--- src/rtl/ivtmr_pkg.sv ---
package ivtmr_pkg;

    localparam int unsigned ADDR_W = 2;

    typedef enum logic [ADDR_W-1:0] {
        SEL_COUNT  = 2'd0,
        SEL_SCALE  = 2'd1,
        SEL_PERIOD = 2'd2,
        SEL_SPARE  = 2'd3
    } reg_sel_e;

    typedef struct packed {
        logic count;
        logic scale;
        logic period;
    } wr_strobe_t;

    function automatic wr_strobe_t decode_write(input logic we, input logic [ADDR_W-1:0] a);
        wr_strobe_t s;
        s = '0;
        if (we) begin
            case (reg_sel_e'(a))
                SEL_COUNT:  s.count  = 1'b1;
                SEL_SCALE:  s.scale  = 1'b1;
                SEL_PERIOD: s.period = 1'b1;
                default:    s        = '0;
            endcase
        end
        return s;
    endfunction

endpackage

--- src/rtl/ivtmr_regs.sv ---
module ivtmr_regs
    import ivtmr_pkg::*;
#(
    parameter int unsigned CNT_W   = 16,
    parameter int unsigned SCALE_W = 8
) (
    input  logic               clk,
    input  logic               rst,
    input  logic               wr_en,
    input  logic [ADDR_W-1:0]  addr,
    input  logic [CNT_W-1:0]   wr_data,
    input  logic [CNT_W-1:0]   cnt_val,
    output wr_strobe_t         strb,
    output logic [SCALE_W-1:0] scale_q,
    output logic [CNT_W-1:0]   period_q,
    output logic [CNT_W-1:0]   rd_data
);

    assign strb = decode_write(wr_en, addr);

    always_ff @(posedge clk) begin
        if (rst) begin
            scale_q  <= '0;
            period_q <= '0;
        end else begin
            if (strb.scale)  scale_q  <= wr_data[SCALE_W-1:0];
            if (strb.period) period_q <= wr_data;
        end
    end

    always_comb begin
        rd_data = '0;
        case (reg_sel_e'(addr))
            SEL_COUNT:  rd_data = cnt_val;
            SEL_SCALE:  rd_data[SCALE_W-1:0] = scale_q;
            SEL_PERIOD: rd_data = period_q;
            default:    rd_data = '0;
        endcase
    end

    // period only changes when written
    p_period_kept_r10: assert property (@(posedge clk) disable iff (rst)
        !strb.period |=> $stable(period_q));

    // spare address never disturbs stored values
    p_spare_ignored_r2: assert property (@(posedge clk) disable iff (rst)
        (wr_en && addr == 2'd3) |=> ($stable(scale_q) && $stable(period_q)));

endmodule

--- src/rtl/ivtmr_prescaler.sv ---
module ivtmr_prescaler #(
    parameter int unsigned SCALE_W = 8
) (
    input  logic               clk,
    input  logic               rst,
    input  logic               en,
    input  logic               restart,
    input  logic [SCALE_W-1:0] scale,
    output logic               tick
);

    logic [SCALE_W-1:0] phase;
    logic               wrap;

    assign wrap = (phase >= scale);
    assign tick = en && !restart && wrap;

    always_ff @(posedge clk) begin
        if (rst) begin
            phase <= '0;
        end else if (restart) begin
            phase <= '0;
        end else if (en) begin
            phase <= wrap ? '0 : phase + 1'b1;
        end
    end

    // restart zeroes the phase
    p_phase_restart_r7: assert property (@(posedge clk) disable iff (rst)
        restart |=> (phase == '0));

    // disabled prescaler holds
    p_phase_hold_r8: assert property (@(posedge clk) disable iff (rst)
        (!en && !restart) |=> $stable(phase));

    // phase never runs past the limit without a tick
    p_phase_bound_r3: assert property (@(posedge clk) disable iff (rst)
        (en && !restart && phase < scale) |=> (phase == $past(phase) + 1'b1));

endmodule

--- src/rtl/ivtmr_counter.sv ---
module ivtmr_counter #(
    parameter int unsigned CNT_W = 16
) (
    input  logic             clk,
    input  logic             rst,
    input  logic             en,
    input  logic             tick,
    input  logic             load,
    input  logic [CNT_W-1:0] load_val,
    input  logic [CNT_W-1:0] period,
    output logic [CNT_W-1:0] cnt,
    output logic             irq
);

    logic at_zero;
    logic expire;

    assign at_zero = (cnt == '0);
    assign expire  = tick && !load && at_zero;

    always_ff @(posedge clk) begin
        if (rst) begin
            cnt <= '0;
            irq <= 1'b0;
        end else begin
            irq <= expire;
            if (load) begin
                cnt <= load_val;
            end else if (tick) begin
                cnt <= at_zero ? period : cnt - 1'b1;
            end
        end
    end

    // nonzero count steps down by one per tick
    p_decrement_r4: assert property (@(posedge clk) disable iff (rst)
        (tick && !load && cnt != '0) |=> (cnt == $past(cnt) - 1'b1) && !irq);

    // expiry reloads from the period and pulses the interrupt
    p_reload_irq_r5: assert property (@(posedge clk) disable iff (rst)
        (tick && !load && cnt == '0) |=> (irq && cnt == $past(period)));

    // software load wins and suppresses the interrupt
    p_load_r7: assert property (@(posedge clk) disable iff (rst)
        load |=> (cnt == $past(load_val) && !irq));

    // disabled timer holds and stays quiet
    p_freeze_r8: assert property (@(posedge clk) disable iff (rst)
        (!en && !load) |=> ($stable(cnt) && !irq));

endmodule

--- src/rtl/ivtmr_top.sv ---
module ivtmr_top
    import ivtmr_pkg::*;
#(
    parameter int unsigned CNT_W   = 16,
    parameter int unsigned SCALE_W = 8
) (
    input  logic              clk,
    input  logic              rst,
    input  logic              en,
    input  logic              wr_en,
    input  logic [ADDR_W-1:0] addr,
    input  logic [CNT_W-1:0]  wr_data,
    output logic [CNT_W-1:0]  rd_data,
    output logic              irq
);

    wr_strobe_t         strb;
    logic [SCALE_W-1:0] scale_q;
    logic [CNT_W-1:0]   period_q;
    logic [CNT_W-1:0]   cnt_q;
    logic               tick;

    ivtmr_regs #(.CNT_W(CNT_W), .SCALE_W(SCALE_W)) u_regs (
        .clk      (clk),
        .rst      (rst),
        .wr_en    (wr_en),
        .addr     (addr),
        .wr_data  (wr_data),
        .cnt_val  (cnt_q),
        .strb     (strb),
        .scale_q  (scale_q),
        .period_q (period_q),
        .rd_data  (rd_data)
    );

    ivtmr_prescaler #(.SCALE_W(SCALE_W)) u_pre (
        .clk     (clk),
        .rst     (rst),
        .en      (en),
        .restart (strb.count),
        .scale   (scale_q),
        .tick    (tick)
    );

    ivtmr_counter #(.CNT_W(CNT_W)) u_cnt (
        .clk      (clk),
        .rst      (rst),
        .en       (en),
        .tick     (tick),
        .load     (strb.count),
        .load_val (wr_data),
        .period   (period_q),
        .cnt      (cnt_q),
        .irq      (irq)
    );

    // quiet interrupt line right after reset
    p_reset_quiet_r1: assert property (@(posedge clk)
        rst |=> (!irq && cnt_q == '0));

endmodule

--- config.mk ---
export PLATFORM = sky130hd
export DESIGN_NAME = ivtmr_top
export DESIGN_NICKNAME = d
export VERILOG_FILES = /design/src/rtl/ivtmr_pkg.sv /design/src/rtl/ivtmr_regs.sv /design/src/rtl/ivtmr_prescaler.sv /design/src/rtl/ivtmr_counter.sv /design/src/rtl/ivtmr_top.sv
export SDC_FILE = /design/constraint.sdc
export NUM_CORES = 1
export LEC_CHECK = 0
export ABC_AREA = 1
export CORE_ASPECT_RATIO = 1.5
export CORE_MARGIN = 2
export CORE_UTILIZATION = 50
export DETAILED_ROUTE_END_ITERATION = 7
export PLACE_DENSITY = 0.8
export SYNTH_ARGS = -nofsm -noshare
export SYNTH_HDL_FRONTEND = slang
export SYNTH_SLANG_ARGS = --single-unit
--- constraint.sdc ---
create_clock -name clk -period 1.95 [get_ports clk]
set_input_delay 0.2925 -clock clk [delete_from_list [all_inputs] [get_ports clk]]
set_output_delay 0.2925 -clock clk [all_outputs]
set_load 0.02 [all_outputs]
==> flow_metrics.env <==
export IMPL_status="finished, final reports clean"
export IMPL_core_area_um2=6130
export IMPL_wl_um=8590
export IMPL_cp_end_kind="output pin"
export IMPL_placed_area_um2=3750
export IMPL_final_cell_mix="nand2_1 (121), inv_1 (55), nor2_1 (48)"
export IMPL_fin_nets=562
export IMPL_p_int_mw=1.89
export IMPL_htree_levels=2
export IMPL_grt_overflow=0
export IMPL_rows=35
export IMPL_worstPathBufferInverterCount=4
export IMPL_cts_buffer_depth=2
export IMPL_power_share_switching_pct=43.3
export IMPL_grt_use_total_pct=25.1
export IMPL_p_sw_mw=1.44
export IMPL_cp_top_family="buffers and inverters"
export IMPL_wl_per_cell_um=14.2
export IMPL_cts_setup_buffers=0
export IMPL_comb_power_share_pct=44.4
export IMPL_syn_area_um2=3180
export IMPL_relSlewSlack_pct=71.7
export IMPL_cts_sinks=49
export IMPL_worstPathArrival_ps=1590
export IMPL_dieArea_um2=7020
export IMPL_rsz0062_at_grt="true"
export IMPL_synthXorXnorAreaFrac_pct=2.76
export IMPL_max_freq_mhz=531
export IMPL_ys_ff_latch=49
export IMPL_maxCapViolCount=0
export IMPL_grt_pass1_vias=3205
export IMPL_drv_slew=0
export IMPL_synth_ff_type="dfxtp_1"
export IMPL_synth_compound_area_share_pct=13.6
export IMPL_cpMaxStageDelayCell="clkdlybuf4s50_1"
export IMPL_finClkSkew_ps=7.28
export IMPL_syn_nets=516
export IMPL_postSynth_asyncResetShare_pct=0
export IMPL_vdd_ir_drop_worst_v=0.000428
export IMPL_p_per_area_nw_per_um2=875
export IMPL_hold_viol=0
export IMPL_ys_warn_count=0
export IMPL_area_delta_synth_final_pct=19.8
export IMPL_syn_area_per_cell_um2=6.58
export IMPL_gp_congestion=1.05
export IMPL_start_kind="primary input"
export IMPL_p_leak_nw=1.76
export IMPL_cp_max_fo=16
export IMPL_drive_above_1_share_pct=15.8
export IMPL_synth_edf_count=0
export IMPL_clock_tree_root_cell="clkbuf_8"
export IMPL_place_ws_ps=-335
export IMPL_portBuffers=38
export IMPL_worst_slack_ps=67.5
export IMPL_final_common_cell="nand2_1"
export IMPL_dp_cells=596
export IMPL_clkPwrFrac_pct=19.8
export IMPL_post_route_util_pct=62.1
export IMPL_syn_inst=483
export IMPL_drtIter0Drc=295
export IMPL_worstSetupPathType="primary input to output pin"
export IMPL_synth_seq_area_share_pct=30.9
export IMPL_start_util_pct=51.8
export IMPL_path_cells="clkdlybuf4s50_1, buf_4, nand2_1, buf_12, o221ai_1, buf_2"
export IMPL_hold_buffers=0
export IMPL_via_count=3355
export IMPL_detail_route_first_pass_iterations=5
export IMPL_pwr_share_seq_pct=35.8
export IMPL_antenna_found_initial=0
export IMPL_io_pins=39
export IMPL_worstMarginPinSlew_ps=423
export IMPL_synth_mux_area_share_pct=0
export IMPL_yosysUniqueCellTypes=35
export IMPL_cts_tree="done"
export IMPL_fin_tns_setup_ps=0
export IMPL_synth_simple_area_share_pct=38.6
export IMPL_synth_fa_ha_area_share_pct=4.33
export IMPL_die_width_um=69.1
export IMPL_n_antenna_cell=0
export IMPL_period_share_pct=96.5
export IMPL_cts_made_buffers=5
export IMPL_grt_max_degree=33
export IMPL_fin_cells=604
export IMPL_fin_crit_ps=1880
export IMPL_clk_pin_slew_ps=100
export IMPL_setup_viol=0
export IMPL_die_h_um=102
export IMPL_worstPathRequired_ps=1660
export IMPL_drc_errors=0
export IMPL_clock_latency_ps=320
export IMPL_synth_top_family_by_area="simple AND/OR/NAND/NOR gates"
export IMPL_drt_vias_per_instance=5.55
export IMPL_place_hpwl_um=6400
export IMPL_hp_class="register to register"
export IMPL_grt_pass1_wl_um=14300
export IMPL_crit_path_max_incr_delay_ps=470
export IMPL_ant_nets=0
export IMPL_design_area_um2=3810
==> per-stage QoR <==
| step | power, mW | hold slack [ps] |
|---|---|---|
| final | 3.33 | 477 |
| after global routing | 3.56 | 505 |
| after CTS | 3.30 | 478 |
| after detailed placement | 2.66 | 461 |
| after global placement | 2.63 | 456 |
| after floorplan | 2.26 | 362 |
==> power by group through the flow <==
stage	Combinational (mW)	Sequential, mW	Clock [mW]
floorplan	1.08	1.18	0
global placement	1.42	1.21	0
detailed placement	1.45	1.21	0
CTS	1.45	1.19	0.669
global route	1.66	1.20	0.699
finish	1.48	1.19	0.658
==> metal layers <==
metal  share of wire [%]  global-route usage, %  vias up
met5                   0                      0        -
met2                  54                   48.6      114
met4                 3.3                   11.9        0
li1                    -                      -     1670
met3                 4.4                   3.28       29
met1                  38                   26.8     1542
==> worst min-delay path, stage by stage (launching register included) <==
cell	delay (ps)
dfxtp_1	320
inv_1	60
a21oi_1	50
==> registers in the layout (all words and copies together) (netlist names) <==
signal and flops:
u_cnt.cnt 16, u_regs.scale_q 8, u_cnt.irq 1, u_regs.period_q 16, u_pre.phase 8
==> cell usage after synthesis, drive strengths merged (3+ instances only) <==
cell / instances / share of area [%]
nand3: 51 / 9.8
nor2: 63 / 9.3
ha: 11 / 4.3
o22ai: 8 / 1.6
xnor2: 3 / 0.83
nand4: 10 / 2.0
o21ai: 34 / 5.4
buf: 7 / 1.6
nor3: 3 / 0.98
xor2: 7 / 1.9
inv: 60 / 7.1
nand2: 127 / 16
a21oi: 27 / 4.3
clkbuf: 10 / 1.2
dfxtp: 49 / 31
o221ai: 7 / 1.9
==> layout make-up <==
type                       count  area (um2)
fill                         578        2320
tap                           74        92.6
timing repair buffer          56         489
sequential                    49         983
clock buffer                   5        68.8
inverter                      60         231
multi-input combinational    357        1920
clock inverter                 3        25.0
==> worst paths after layout <==
kind,from,end,slack [ps],depth (start not counted)
hold / removal,u_regs.period_q[10]$_SDFFE_PP0P_,u_regs.period_q[10]$_SDFFE_PP0P_,480,2
setup reg to reg,u_regs.scale_q[6]$_SDFFE_PP0P_,u_cnt.cnt[5]$_SDFFE_PP0P_,110,11
setup / recovery,addr[1],rd_data[5],70,6
hold reg to reg,u_regs.period_q[10]$_SDFFE_PP0P_,u_regs.period_q[10]$_SDFFE_PP0P_,480,2
==> cells by family (layout without fill, tap and decap cells) <==
| family | after synthesis | in the layout |
|---|---|---|
| and+or+nand+nor | 258 | 258 |
| AOI/OAI and AO/OA | 78 | 78 |
| buffers and inverters | 77 | 124 |
| DFF | 49 | 49 |
| adders and majority gates | 11 | 11 |
| xor gates and xnor gates | 10 | 10 |
==> repair_timing <==
item / 4_1_cts / 5_1_grt
resized for setup: 32 / 42
endpoints found under the setup margin: 16 / 35
pin swaps: 0 / 5
(Power assumes the default switching activity.)
